File: src/rtl/sdi_pkg.sv
package sdi_pkg;
  typedef logic [2:0] bus_phase_t;

  // Phase codes decoded by this block.
  localparam bus_phase_t PH_DATA_OUT = 3'b000;
  localparam bus_phase_t PH_DATA_IN  = 3'b001;
  localparam bus_phase_t PH_MSG_OUT  = 3'b110;
endpackage

File: src/rtl/sdi_phase_track.sv
module sdi_phase_track
  import sdi_pkg::*;
(
  input  logic       clk,
  input  logic       rst_n,
  input  bus_phase_t bus_phase,
  input  logic       sync_mode,
  output logic       entry,
  output logic       sync_active
);
  bus_phase_t prev_q;
  logic       in_din;

  assign in_din = (bus_phase == PH_DATA_IN);
  // Edge into Data In while the offset marks the link synchronous.
  assign entry  = in_din && (prev_q != PH_DATA_IN) && sync_mode;

  always_ff @(posedge clk) begin
    if (!rst_n) begin
      prev_q      <= PH_DATA_OUT;
      sync_active <= 1'b0;
    end else begin
      prev_q <= bus_phase;
      if (entry)        sync_active <= 1'b1;
      else if (!in_din) sync_active <= 1'b0;
    end
  end
endmodule

File: src/rtl/sdi_byte_fifo.sv
module sdi_byte_fifo #(
  parameter int DEPTH = 16,
  parameter int DW    = 8
) (
  input  logic                         clk,
  input  logic                         rst_n,
  input  logic                         flush,
  input  logic                         push,
  input  logic [DW-1:0]                din,
  input  logic                         pop,
  output logic [DW-1:0]                dout,
  output logic [$clog2(DEPTH+1)-1:0]   count,
  output logic                         full,
  output logic                         empty
);
  localparam int AW = $clog2(DEPTH);
  localparam int CW = $clog2(DEPTH + 1);

  logic [DW-1:0] mem [DEPTH];
  logic [AW-1:0] wr_ptr, rd_ptr, wr_nxt, rd_nxt;
  logic [CW-1:0] count_q;

  generate
    if ((DEPTH & (DEPTH - 1)) == 0) begin : g_pow2
      assign wr_nxt = wr_ptr + 1'b1;
      assign rd_nxt = rd_ptr + 1'b1;
    end else begin : g_wrap
      assign wr_nxt = (wr_ptr == AW'(DEPTH - 1)) ? '0 : wr_ptr + 1'b1;
      assign rd_nxt = (rd_ptr == AW'(DEPTH - 1)) ? '0 : rd_ptr + 1'b1;
    end
  endgenerate

  always_ff @(posedge clk) begin
    if (push && !flush) mem[wr_ptr] <= din;
  end

  always_ff @(posedge clk) begin
    if (!rst_n || flush) begin
      wr_ptr  <= '0;
      rd_ptr  <= '0;
      count_q <= '0;
    end else begin
      if (push) wr_ptr <= wr_nxt;
      if (pop)  rd_ptr <= rd_nxt;
      count_q <= count_q + CW'(push) - CW'(pop);
    end
  end

  assign dout  = mem[rd_ptr];
  assign count = count_q;
  assign full  = (count_q == CW'(DEPTH));
  assign empty = (count_q == '0);
endmodule

File: src/rtl/sdi_offset_window.sv
module sdi_offset_window #(
  parameter int OFS_W = 5
) (
  input  logic             clk,
  input  logic             rst_n,
  input  logic             clear,
  input  logic             active,
  input  logic             req_seen,
  input  logic             ack_seen,
  input  logic [OFS_W-1:0] limit,
  output logic             stall,
  output logic [OFS_W-1:0] outstanding
);
  logic dec;

  assign dec = ack_seen && (outstanding != '0);

  always_ff @(posedge clk) begin
    if (!rst_n || clear) begin
      outstanding <= '0;
    end else if (active) begin
      case ({req_seen, dec})
        2'b10:   outstanding <= outstanding + 1'b1;
        2'b01:   outstanding <= outstanding - 1'b1;
        default: outstanding <= outstanding;
      endcase
    end
  end

  assign stall = active && (outstanding >= limit);
endmodule

File: src/rtl/sdi_parity_defer.sv
module sdi_parity_defer (
  input  logic clk,
  input  logic rst_n,
  input  logic err_now,
  input  logic err_later,
  input  logic report,
  input  logic atn_drop,
  input  logic flag_drop,
  output logic parity_flag,
  output logic atn
);
  logic pending_q;
  logic fire;
  logic raise;

  assign fire  = report && (pending_q || err_later);
  assign raise = err_now || fire;

  always_ff @(posedge clk) begin
    if (!rst_n) begin
      pending_q   <= 1'b0;
      parity_flag <= 1'b0;
      atn         <= 1'b0;
    end else begin
      if (report)         pending_q <= 1'b0;
      else if (err_later) pending_q <= 1'b1;

      if (raise)          parity_flag <= 1'b1;
      else if (flag_drop) parity_flag <= 1'b0;

      if (raise)          atn <= 1'b1;
      else if (atn_drop)  atn <= 1'b0;
    end
  end
endmodule

File: src/rtl/sdi_entry_ctrl.sv
module sdi_entry_ctrl
  import sdi_pkg::*;
#(
  parameter int FIFO_DEPTH = 16,
  parameter int DATA_W     = 8,
  parameter int OFS_W      = 5
) (
  input  logic                              clk,
  input  logic                              rst_n,
  input  logic [2:0]                        bus_phase,
  input  logic [OFS_W-1:0]                  sync_offset,
  input  logic                              rx_valid,
  output logic                              rx_ready,
  input  logic [DATA_W-1:0]                 rx_data,
  input  logic                              rx_par_err,
  input  logic                              ack_pulse,
  output logic                              dma_valid,
  input  logic                              dma_ready,
  output logic [DATA_W-1:0]                 dma_data,
  input  logic                              xfer_cmd,
  input  logic                              flag_clr,
  output logic                              irq,
  output logic [$clog2(FIFO_DEPTH+1)-1:0]   lost_count,
  output logic                              parity_flag,
  output logic                              atn
);
  localparam int CNT_W = $clog2(FIFO_DEPTH + 1);

  logic              entry;
  logic              sync_active;
  logic              push, pop;
  logic              fifo_full, fifo_empty;
  logic [CNT_W-1:0]  fifo_count;
  logic [DATA_W-1:0] fifo_dout;
  logic              ofs_stall;
  logic [OFS_W-1:0]  outstanding;
  logic              dma_en_q;
  logic              cmd_ok;
  logic              err_now, err_later;

  sdi_phase_track u_phase (
    .clk        (clk),
    .rst_n      (rst_n),
    .bus_phase  (bus_phase),
    .sync_mode  (|sync_offset),
    .entry      (entry),
    .sync_active(sync_active)
  );

  // Stream edges: entry blocks both sides in the cycle it happens.
  assign rx_ready  = !entry && !fifo_full && !ofs_stall;
  assign push      = rx_valid && rx_ready;
  assign dma_valid = dma_en_q && !entry && !fifo_empty;
  assign pop       = dma_valid && dma_ready;
  assign dma_data  = fifo_dout;

  sdi_byte_fifo #(.DEPTH(FIFO_DEPTH), .DW(DATA_W)) u_fifo (
    .clk  (clk),
    .rst_n(rst_n),
    .flush(entry),
    .push (push),
    .din  (rx_data),
    .pop  (pop),
    .dout (fifo_dout),
    .count(fifo_count),
    .full (fifo_full),
    .empty(fifo_empty)
  );

  sdi_offset_window #(.OFS_W(OFS_W)) u_window (
    .clk        (clk),
    .rst_n      (rst_n),
    .clear      (entry),
    .active     (sync_active),
    .req_seen   (push),
    .ack_seen   (ack_pulse),
    .limit      (sync_offset),
    .stall      (ofs_stall),
    .outstanding(outstanding)
  );

  assign cmd_ok    = xfer_cmd && !entry;
  assign err_now   = push && rx_par_err && !sync_active;
  assign err_later = push && rx_par_err && sync_active;

  sdi_parity_defer u_parity (
    .clk        (clk),
    .rst_n      (rst_n),
    .err_now    (err_now),
    .err_later  (err_later),
    .report     (cmd_ok),
    .atn_drop   (bus_phase == PH_MSG_OUT),
    .flag_drop  (flag_clr),
    .parity_flag(parity_flag),
    .atn        (atn)
  );

  always_ff @(posedge clk) begin
    if (!rst_n) begin
      dma_en_q   <= 1'b0;
      irq        <= 1'b0;
      lost_count <= '0;
    end else begin
      irq <= entry;
      if (entry) begin
        dma_en_q   <= 1'b0;
        lost_count <= fifo_count;
      end else if (cmd_ok) begin
        dma_en_q <= 1'b1;
      end
    end
  end
endmodule

File: config.mk
export PLATFORM = sky130hd
export DESIGN_NAME = sdi_entry_ctrl
export DESIGN_NICKNAME = d
export VERILOG_FILES = /design/src/rtl/sdi_pkg.sv /design/src/rtl/sdi_phase_track.sv /design/src/rtl/sdi_byte_fifo.sv /design/src/rtl/sdi_offset_window.sv /design/src/rtl/sdi_parity_defer.sv /design/src/rtl/sdi_entry_ctrl.sv
export SDC_FILE = /design/constraint.sdc
export NUM_CORES = 1
export LEC_CHECK = 0
export BUFFER_PORTS_ARGS = -buffer_cell sky130_fd_sc_hd__buf_4
export CORE_ASPECT_RATIO = 1.25
export CORE_MARGIN = 2
export CORE_UTILIZATION = 54
export DETAILED_ROUTE_END_ITERATION = 16
export GPL_ROUTABILITY_DRIVEN = 1
export PLACE_DENSITY = 0.83
export SLEW_MARGIN = 40
export SYNTH_ARGS = -nofsm -noshare
export SYNTH_HDL_FRONTEND = slang
export SYNTH_SLANG_ARGS = --single-unit
File: constraint.sdc
create_clock -name clk -period 3.4 [get_ports clk]
set_input_delay 0.51 -clock clk [delete_from_list [all_inputs] [get_ports clk]]
set_output_delay 0.51 -clock clk [all_outputs]
set_load 0.05 [all_outputs]
==> results.md, run 1 <==
- The fraction of synthesized cell area taken by the top area cell type is 55.0%.
- The final number of hold-violating endpoints is 0.
- The critical path capture point type is an output port.
- The sum of overflow across all layers after global routing is 0.
- The data arrival time of the critical path is 2.75 ns.
- The count of nets after finishing is 536.
- The total non-filler cell area in the finished layout is 0.00820 mm^2.
- CTS built an H-tree with a depth of 4.
- The tree built by TritonCTS fans out to 164 sinks.
- The number of synthesized register bits is 164.
- The startpoint of the worst hold path is xfer_cmd.
- For this run, the detailed router's first-pass iteration total came to 5.
- Once the floorplan was initialized, standard cells occupied 55.2% of the core.
- The internal portion of the total power is 0.00361 W.
- The share of total power dissipated in sequential elements is 46.8%.
- Counting the fill cells in the layout gives 887.
- The part of the Yosys area used for sequential elements is 65.3%.
- The via count of the first global-routing pass was 4172.
- The total cell area at the placement stage is 0.00758 mm^2.
- Synthesis produced a netlist with a net count of 468.
- The root cell of the clock tree is clkbuf_16.
- The mean routed wirelength per cell is 21.3 um.
- The final antenna diode count is 0.
- The final-report max-slew violation count is 0.
- The number of hold buffers added after cts is 0.
- The power dissipated by switching net loads is 0.00126 W.
- The first-pass GRT wire length is 22700 um.
- Detailed placement finished with a half-perimeter wire length of 9560 um.
- The net switching fraction of the power is 25.8%.
- The detailed-route vias per instance is 5.82.
- In the global route stage, overall resource usage came out at 22.1%.
- The parity-gate share of the synthesized area counting xor and xnor cells is 1.13%.
- The overall via count from detail_route is 3905.
- The mux share of post-synthesis cell area is 14.6%.
- The synthesized netlist devotes 4.48% of its cell area to compound gates.
- On the final layout, the worst hold slack is 0.299 ns.
- In the layout the commonest cells are edfxtp_1, buf_4, dfxtp_1.
- TritonCTS created 17 clock buffers.
- Traced cell by cell, the critical path runs through buf_4 -> mux4_1 -> mux4_2 -> buf_4.
- The cell repeated most along the worst path is buf_4.
- The clock-pin slew on the worst setup and hold paths is 0.06 ns.
- The overall routed net length is 14300 um.
- During placement, the flow inserted port buffers numbering 41.
- The number of enable-type register cells in the synthesized netlist is 128.
- The worst setup timing slack at the placement stage is -0.0496 ns.
- The clock passes through at most 2 buffers.
- The fraction of layout instances using a drive strength above 1 is 26.0%.
- The maximum number of pins on one net before global-route repair is 33.
- After detailed routing, the number of remaining DRC violations is 0.
- In this run, the combinational gates consume 14.1% of the power.
- The worst setup path is of the reg -> out kind.
- The count of distinct cell types in the synthesized netlist is 60.
- Once detail routing completed, the nets flagged for antenna violations numbered 0.
- The violation count after the first detailed-route iteration is 188.
- For this design the top-level I/O count stands at 42.
- The post-synthesis cell count is 422.
- The congestion estimate from routability-driven global placement came to 0.807.
- The final total negative setup slack is 0 ns.
- The minimum period implied by the final worst setup slack is 3.26 ns.
- The number of setup violations in the final report is 0.
- The endpoint identified for the worst register-to-register timing path is u_window.outstanding[4].
- Along the worst hold path, the cell count comes to 2.
- The die covers 0.0139 mm^2.
- Summed over all cells, the static leakage comes to 2.88 nW.
- For this run, the top clock speed supported by timing is 307 MHz.
- The worst setup skew after layout is 0.0171 ns.
- In this run the tightest slew margin relative to its limit is 57.7%.
- The initial antenna violation count is 0.
- Yosys attributes the largest share of cell area to edfxtp_1, dfxtp_1, mux4_1.
- The setup slack of the critical path after layout is 0.141 ns.
- In this run the cell area of the synthesized design comes to 0.00699 mm^2.
- By area, the combinational part of the netlist is dominated by multiplexers.
- The depth of the worst register-to-register path is 14.
- STA classifies the critical path startpoint as a register.
- The overall die height is 131 um.
- Relative to the synthesized area, the layout overhead comes to 17.3%.
- The cell count after placement is 639.
- The async set-or-reset flop fraction in the synthesized netlist is 0%.
- Yosys printed 0 warnings.
- Row generation in the floorplan step produced 46 rows.
- The pin slew with the least headroom to its limit is 0.633 ns.
- For this run, the number of standard cells in the final layout without fillers is 671.
- The most used flip-flop cell after synthesis is edfxtp_1.
- Clock latency on the worst-skew pair, taken at its later pin, is 0.42 ns.
- The number of max-cap violations is 0.
- The synthesized netlist devotes 4.15% of its cell area to adder and majority cells.
- The mean instance size in the synthesized netlist is 16.6 um^2.
- In this run the horizontal extent of the chip is 106 um.
- The highest cell delay on the worst timing path is 0.65 ns.
- The standard cell core area is 0.0127 mm^2.
- The top fanout value on the critical path is 15.
- The peak supply drop is 0.000383 V.
- The clock tree from TritonCTS is done.
- Leaving out fill and tap cells, the most frequent cell in the layout is edfxtp_1.
- The part of the power in the clock network is 39.0%.
- The cell at the slowest stage of the critical path is dfxtp_2.
- The origin of the critical flop-to-flop path is u_window.outstanding[0].
- Of the total synthesized cell area, the portion taken by AND, OR, NAND and NOR gates is 7.23%.
- The endpoint with the worst hold slack is u_parity.pending_q.
- The worst path uses 95.9% of the clock period.
- The most area-hungry cell type in the Yosys netlist is edfxtp_1.
- The type of the tightest min-delay check is in -> reg.
- The flow ran to the end, and the final reports show no timing, DRC or antenna violations.
- The setup slack on the worst flop-to-flop path is 0.22 ns.
- For this design the ratio of total power to cell area is 594 mW/mm^2.
- The required time at the worst-slack endpoint is 2.89 ns.
[registers in the layout, summed over array words and instances (netlist names), 3 cells and up, named ones only]
register,count
lost_count,5
u_fifo.count,5
u_fifo.mem,128
u_fifo.rd_ptr,4
u_fifo.wr_ptr,4
u_phase.prev_q,3
u_window.outstanding,5
[stage by stage]
step / util, % / power (W)
after global routing: 64.7 / 0.00505
after detailed placement: 59.9 / 0.00301
after global placement: 59.9 / 0.00296
final: 64.7 / 0.00487
after CTS: 64.6 / 0.00490
after floorplan: - / 0.00280
[Yosys cell counts, drive strengths merged, types with 2 or more instances]
cell	instances
a211o	2
o21a	3
a31oi	2
a211oi	2
nor3	15
inv	24
clkbuf	4
xnor2	7
nor3b	2
o21ai	7
nor2	26
nand3	5
mux4	40
o31ai	2
dfxtp	36
mux2i	3
a21oi	12
a2111o	2
nand2b	6
or3	2
a21o	4
fa	2
nand4	3
xor2	2
nor4	5
nor2b	2
nand2	26
and2	3
edfxtp	128
buf	12
ha	20
[repair_timing]
| item | in CTS | in global routing |
|---|---|---|
| endpoints found under the setup margin | 0 | 1 |
| buffers inserted | 0 | 0 |
| gates resized for setup | 0 | 3 |
[cells by family (layout without fill, tap and decap cells)]
family	Yosys count	in the layout
muxes	43	43
buffers and inverters	41	122
AOI/OAI and AO/OA	43	43
and+or+nand+nor	100	100
xor gates and xnor gates	9	9
adders and majority gates	22	22
DFF	164	164
[area by class of cell]
cell class,count,area [um^2],area share (%)
clock buffers,17,425,5.19
inverters,25,93.8,1.15
repair buffers,65,488,5.95
well taps,168,210,2.56
flip-flops and latches,164,4570,55.7
clock inverters,15,166,2.03
multi-input cells,217,2250,27.4
[worst max-delay path, delay by kind of cell, from the launching register on]
kind / cells / cell delay (ns)
buffers and inverters: 2 / 0.55
multiplexers: 2 / 1.13
flip-flops: 1 / 0.65
[how the worst max path moves through the flow]
stage	cells after the start	start	endpoint
finish	4	register	dma_data[6]
global route	14	u_window.outstanding[0]	u_window.outstanding[4]
CTS	4	register	dma_data[6]
detailed placement	14	bus_phase[2]	u_window.outstanding[4]
global placement	14	bus_phase[2]	u_window.outstanding[4]
floorplan	13	bus_phase[2]	u_window.outstanding[4]
[metal layers]
| metal | vias to the layer above | global-route usage, % | share of wire [%] |
|---|---|---|---|
| met5 | - | 0 | 0 |
| met4 | 0 | 7.89 | 1.9 |
| met3 | 24 | 5.06 | 3.1 |
| met2 | 110 | 39.3 | 56 |
| met1 | 1972 | 26.1 | 39 |
| li1 | 1799 | - | - |
[power groups by stage]
stage	Combinational [W]	Sequential (W)	Clock (W)
2_1_floorplan	0.000479	0.00232	0
3_3_place_gp	0.000641	0.00231	0
3_5_place_dp	0.000683	0.00232	0
4_1_cts	0.000691	0.00228	0.00193
5_1_grt	0.000750	0.00229	0.00202
6_report	0.000687	0.00228	0.00190
(Power assumes the default switching activity.)
==> inputs of run 2 (changes only) <==
- CAP_MARGIN: not set -> 25
- CELL_PAD_IN_SITES_DETAIL_PLACEMENT: not set -> 1
- CELL_PAD_IN_SITES_GLOBAL_PLACEMENT: not set -> 1
- CORE_UTILIZATION: 54 -> 47
- PLACE_DENSITY: 0.83 -> 0.84
==> run 2 against run 1 <==
The run now ends with design-rule violations left. Clock skew shrank 0.0083 ns. Clock-buffer cell count did not move. Worst hold slack got worse by 0.0090 ns. Combinational power up 2%. Power decreased by 0.19%. Die area increased by 14%. Critical endpoint is now u_window.outstanding[4]. Highest routed layer unchanged.
==> results.md, run 2 (synthesis results as in run 1) <==
- The hold path depth is 2.
- Once the clock tree was built, the setup fixing pass inserted 0 buffers.
- In this run the number of H-tree levels came out at 4.
- Of the cells placed in the final design, the portion with a size suffix greater than 1 is 26.0%.
- For this design the total switching power over the nets is 0.00131 W.
- The final number of hold-violating endpoints was 0.
- In the final routed layout, each cell accounts on average for 23.1 um.
- The floorplan step defined a die boundary enclosing 0.0159 mm^2.
- STA classifies the critical path endpoint as a register.
- The final-report max-slew violation count is 0.
- For the worst setup path, the data required time is 3.76 ns.
- In the routed design, unresolved DRC markers number 1.
- TritonCTS built the clock tree.
- The startpoint of the worst hold path is xfer_cmd.
- The share of total power dissipated in the clock network is 38.8%.
- The number of max-cap violations is 0.
- The clock-pin slew on the worst setup and hold paths is 0.07 ns.
- The clock latency at the later pin of the worst-skew pair is 0.42 ns.
- The sort of element at the start of the critical path is a register.
- In this run the static leakage power is 2.88 nW.
- The most critical setup path has its endpoint at u_window.outstanding[4].
- The tightest hold path in the finished design has a slack of 0.290 ns.
- The root cell of the clock tree is clkbuf_16.
- The number of buffers on the longest clock path is 2.
- Measured on the finished design, the core utilization comes to 56.7%.
- The final reports fail on design-rule violations.
- Traced cell by cell, the critical path runs through inv_1 -> ha_1 -> nand2b_1 -> a31oi_2 -> o211ai_2 -> nor2_1 -> inv_1 -> ha_4 -> ha_1 -> nor2b_1 -> o21ai_0 -> a2111o_1 -> a211o_1 -> o21ai_0.
- The number of standard-cell rows in the floorplan is 49.
- The clock sink count is 164.
- The via count of the first global-routing pass is 4340.
- The minimum period implied by the final worst setup slack is 3.13 ns.
- The flow ran to the end, but the final reports show violations.
- The first global-routing pass estimated 24600 um of wire.
- The number of setup violations in the final report is 0.
- The cell at the slowest stage of the critical path is a2111o_1.
- The initial antenna violation count is 0.
- The number of antenna diodes in the final layout is 0.
- The relative area change from synthesis to final layout is 17.5%.
- The type of the tightest min-delay check is in -> reg.
- Net switching is 26.9% of the power.
- Across all register-to-register paths, the minimum setup slack is 0.27 ns.
- The library cell used most frequently in the layout, excluding fill and tap cells, is edfxtp_1.
- The final weighted congestion in routability-driven placement is 0.790.
- From left edge to right edge, the die measures 113 um.
- At the pin with the least slew margin, the transition time is 0.687 ns.
- Summed over all failing endpoints, the final setup total negative slack is 0 ns.
- Registers are responsible for 46.7% of the overall power.
- Measured against its own limit, the worst slew margin works out to 54.2%.
- The number of input and output port buffers inserted is 41.
- In this run the worst setup path begins at u_window.outstanding[0].
- For this run the aggregate overflow at the end of global routing stands at 0.
- The data arrival time of the critical path is 3.49 ns.
- In this run the remaining antenna-violating nets after routing total 0.
- In this run the critical register-to-register path is captured at u_window.outstanding[4].
- Global routing used 21.4% of the available tracks.
- Derived from the worst setup path, the maximum achievable clock frequency is 319 MHz.
- Summed over all nets, the half-perimeter wirelength after detailed placement is 11200 um.
- The post-cts repair resize count is 0.
- The most flop-heavy register is u_fifo.mem.
- The final layout contains routed wiring with a total length of 15800 um.
- The violation count after the first detailed-route iteration is 174.
- The number of buffers and inverters on the critical path is 2.
- The highest cell delay on the worst timing path is 0.45 ns.
- The cell depth of the worst setup path is 14.
- The total clock buffers created by CTS is 17.
- The overall via count from detail_route is 3911.
- In the final design database the tool counted 537 nets.
- The startpoint identified for the worst register-to-register timing path is u_window.outstanding[0].
- The worst setup path is of the reg -> reg kind.
- The die is 140 um tall.
- 42 I/O pins were placed.
- The library cells used most frequently in the layout, excluding fill and tap cells, are edfxtp_1, buf_4, dfxtp_1.
- Along the worst path, the maximum fanout reaches 6.
- The cell class contributing the biggest share of worst-path delay is compound AO/OA/AOI/OAI gates.
- The detailed-route vias per instance is 5.73.
- The initial utilization of the core area, before any placement, comes to 48.3%.
- Entering global routing, the biggest net connects 33 pins.
- For the final database, setup skew stands at 0.00879 ns.
- VDD sags by at most 0.000298 V.
- In this run, the combinational gates consume 14.5% of the power.
- For the worst flop-to-flop path, the logic depth is 14.
- The cell-internal power is 0.00355 W.
- The number of flip-flops in the largest register is 128.
- The first-pass iteration count of the detailed router is 10.
- The number of hold buffers added after cts is 0.
- The core region is 0.0145 mm^2.
- The worst path uses 92.2% of the clock period.
- The power density over the cells is 592 mW/mm^2.
## run 2: changes by cell type in the layout (fill, tap and decap cells not counted), moves of 2 or more
cell	previous run	this run
inv_8	2	6
nor4_2	3	0
nor4_1	2	5
inv_6	6	2
clkinv_4	0	2
## run 2: power groups by stage
stage / logic (W) / clock network (W) / registers (W)
finish: 0.000702 / 0.00188 / 0.00227
CTS: 0.000705 / 0.00191 / 0.00227
global placement: 0.000665 / 0 / 0.00231
floorplan: 0.000479 / 0 / 0.00232
global route: 0.000769 / 0.00200 / 0.00228
detailed placement: 0.000701 / 0 / 0.00231
## run 2: layout make-up
class,count,area [um^2]
Clock buffer,17,425
Clock inverter,15,163
Fill cell,1378,6260
Inverter,25,93.8
Multi-Input combinational cell,217,2230
Sequential cell,164,4570
Tap cell,178,223
Timing Repair Buffer,66,508
## run 2: how the worst min path moves through the flow
stage                               endpoint
after floorplan                     dma_en_q
after global placement         lost_count[4]
after detailed placement       lost_count[0]
after CTS                 u_parity.pending_q
after global routing      u_parity.pending_q
final                     u_parity.pending_q
## run 2: through the flow
step	total power (W)	instance area [um^2]	instances	setup WS, ns
after CTS	0.00489	8190	682	0.0860
after global placement	0.00297	7600	650	0.113
after floorplan	0.00280	6990	422	0.207
after global routing	0.00504	8210	682	-0.00152
final	0.00486	8210	682	0.265
after detailed placement	0.00301	7600	650	-0.0454
## run 2: per-layer routing
layer / up-vias / track usage (%) / wire [um]
li1: 1797 / - / -
met1: 2000 / 23.9 / 6090
met2: 89 / 39.3 / 8820
met3: 25 / 4.59 / 522
met4: 0 / 8.79 / 354
met5: - / 0 / 0
==> inputs of run 3 (changes only) <==
- GPL_TIMING_DRIVEN: not set -> 0
- PLACE_DENSITY: 0.84 -> not set
- PLACE_DENSITY_LB_ADDON: not set -> 0.12
==> run 3 against run 2 <==
The flow still finishes with violations (design-rule violations). Sequential share of layout area is 0.33 points lower. Global-route usage is 1.4 points lower. Utilization is 0.31 points higher. Clock power hardly changed. Fmax is 1.2% lower. Clock-buffer cell count is 2 higher. Largest cell class unchanged.
==> results.md, run 3 (synthesis results as in run 1) <==
- The worst hold path passes through 2 cells.
- The sum of overflow across all layers after global routing is 0.
- Counting along the longest clock path gives a buffer depth of 2.
- The data arrival time of the critical path is 3.52 ns.
- Setup violations remaining at the end of the flow were counted as 0.
- After detailed routing, the number of vias per cell comes to 5.65.
- The cell repeated most along the worst path is inv_1.
- The worst register-to-register path begins at u_window.outstanding[0].
- The startpoint of the worst hold path is xfer_cmd.
- Traced cell by cell, the critical path runs through inv_1 -> ha_1 -> nand2b_4 -> a31oi_4 -> o211ai_4 -> nor2_4 -> inv_1 -> ha_2 -> inv_1 -> fa_1 -> nor2b_1 -> o21ai_0 -> a2111o_1 -> a211o_1 -> o21ai_0.
- The cell at the slowest stage of the critical path is a2111o_1.
- The final-report max-slew violation count came to 0.
- The count of nets after finishing is 532.
- STA classifies the critical path endpoint as a register.
- TritonCTS built the clock tree.
- Leaving out fill and tap cells, the most frequent cell in the layout is edfxtp_1.
- CTS saw 164 sinks.
- The start-to-end type of the worst setup path is reg -> reg.
- The final antenna diode count is 0.
- The violation count after the first detailed-route iteration is 150.
- During placement, the flow inserted port buffers numbering 40.
- Detailed placement ended at an HPWL of 10900 um.
- The initial antenna violation count came to 0.
- The worst slew margin relative to its limit is 44.3%.
- Derived from the worst setup path, the maximum achievable clock frequency is 315 MHz.
- The highest cell delay on the worst timing path is 0.45 ns.
- STA classifies the critical path startpoint as a register.
- In the final routed layout, each cell accounts on average for 21.7 um.
- The most flop-heavy register is u_fifo.mem.
- For this run, the detailed router's first-pass iteration total came to 10.
- Setup repair after global routing left no endpoint under its margin.
- The worst hold path terminates at u_parity.pending_q.
- The via count of the first global-routing pass came to 4251.
- The number of nets still failing antenna checks after routing is 0.
- In this run the worst path has a maximum fanout of 6.
- Entering global routing, the biggest net connects 17 pins.
- The number of flip-flops in the largest register is 128.
- The cell sitting at the root of the clock tree is a clkbuf_16.
- The clock latency at the later pin of the worst-skew pair is 0.42 ns.
- The post-route netlist has 26.1% of its cells at a drive strength greater than 1.
- The pin slew with the least headroom to its limit is 0.831 ns.
- The finished cells cover 0.00825 mm^2.
- The share of the clock period used by the worst path is 93.3%.
- The library cells used most frequently in the layout, excluding fill and tap cells, are edfxtp_1, buf_4, dfxtp_1.
- The number of hold buffers added after CTS was 0.
- At the end of routability-driven placement, the weighted congestion stood at 0.763.
- After floorplanning, the core was sized to cover 0.0145 mm^2.
- The floorplan step set the die height to 140 um.
- The total clock buffers created by CTS is 17.
- The horizontal die dimension is 113 um.
- The terminus of the critical flop-to-flop path is u_window.outstanding[4].
- The first-pass GRT wire length is 23300 um.
- Clock-pin slew was measured on the worst setup and hold paths at 0.06 ns.
- The relative area change from synthesis to final layout is 18.1%.
- The routed design could run at a clock period as short as 3.17 ns.
- The number of top-level pins is 42.
- The worst setup skew after layout is 0.00705 ns.
- The level count of the clock H-tree is 4.
- Global routing consumed, on the met2 layer, 37.2% of the routing resources.
- The final number of hold-violating endpoints is 0.
- The overall routed net length is 14700 um.
- The type of the tightest min-delay check is in -> reg.
- The run finished, with violations left.
- The die area is 0.0159 mm^2.
- The tool flagged a number of max-cap violations equal to 0.
- The number of standard-cell rows in the floorplan is 49.
- Across the VDD grid, the largest voltage drop is 0.000327 V.
- The most used routing layer in global routing is met2.
- The depth of the worst register-to-register path is 15.
- Dividing total power by cell area gives a power density of 594 mW/mm^2.
- The post-layout utilization of the core is 57.0%.
- The overall via count from detail_route is 3828.
- The analysis attributes to cell leakage a power of 2.84 nW.
- The total global-route track usage is 20.0%.
- The final total negative setup slack is 0 ns.
- The checks that failed: design-rule violations.
- The effective utilization at floorplan is 48.3%.
- The global routing met1 resource utilization is 21.6%.
- After detailed placement, the total cell area comes to 0.00760 mm^2.
- The total DRC errors in the routed layout is 2.
- The setup slack on the worst flop-to-flop path is 0.23 ns.
- The met3 track utilization from global routing is 4.93%.
- STA puts the critical path data required time at 3.75 ns.
## run 3: metrics by stage
step / total power [W] / instances / worst slack [ns] / hold WS (ns)
6_report: 0.00490 / 677 / 0.228 / 0.304
5_1_grt: 0.00508 / 677 / 0.00480 / 0.303
4_1_cts: 0.00495 / 676 / 0.0396 / 0.282
3_5_place_dp: 0.00303 / 644 / -0.378 / 0.459
3_3_place_gp: 0.00299 / 640 / -0.265 / 0.450
2_1_floorplan: 0.00280 / 422 / 0.207 / 0.438
## run 3: worst max-delay path by stage
stage / from / end / slack [ns] / cells after the start
2_1_floorplan: bus_phase[2] / u_window.outstanding[4] / 0.21 / 13
3_3_place_gp: sync_offset[2] / u_window.outstanding[4] / -0.26 / 15
3_5_place_dp: sync_offset[2] / u_window.outstanding[4] / -0.38 / 15
4_1_cts: u_window.outstanding[0] / u_window.outstanding[4] / 0.04 / 15
5_1_grt: u_window.outstanding[0] / u_window.outstanding[4] / 0.005 / 15
6_report: u_window.outstanding[0] / u_window.outstanding[4] / 0.23 / 15
## run 3: power by group
| group | leakage (nW) | switching [W] | internal, W |
|---|---|---|---|
| registers | 1.45 | 0.0000407 | 0.00223 |
| clock network | 0.277 | 0.000763 | 0.00115 |
| logic | 1.11 | 0.000425 | 0.000295 |
## run 3: final cells by class
type,count,area (um^2)
sequential,164,4560
buffer,16,120
timing repair buffer,45,328
inverter,25,93.8
multi-input combinational,217,2330
clock inverter,13,160
fill,1358,6220
clock buffer,19,433
tap,178,223
## run 3: worst max-delay path: cells and delay by family (launching register included)
kind            cells  cell delay [ns]
buf+inv             3             0.26
flops               1             0.37
compound gates      6             1.22
simple gates        3             0.33
fa+ha+maj           3             0.93
## run 3: what timing repair did
item                       CTS  global route
buffers inserted             0             1
hold endpoints to repair     0             0
pin swaps                    0             1
cloned                       0             0
resized for setup            5             2
setup endpoints to repair    1             1
## run 3: routing by layer
layer,vias to the layer above,part of all wire (%)
met3,22,3.4
met2,81,57
li1,1791,-
met4,0,2.8
met1,1934,37
met5,-,0
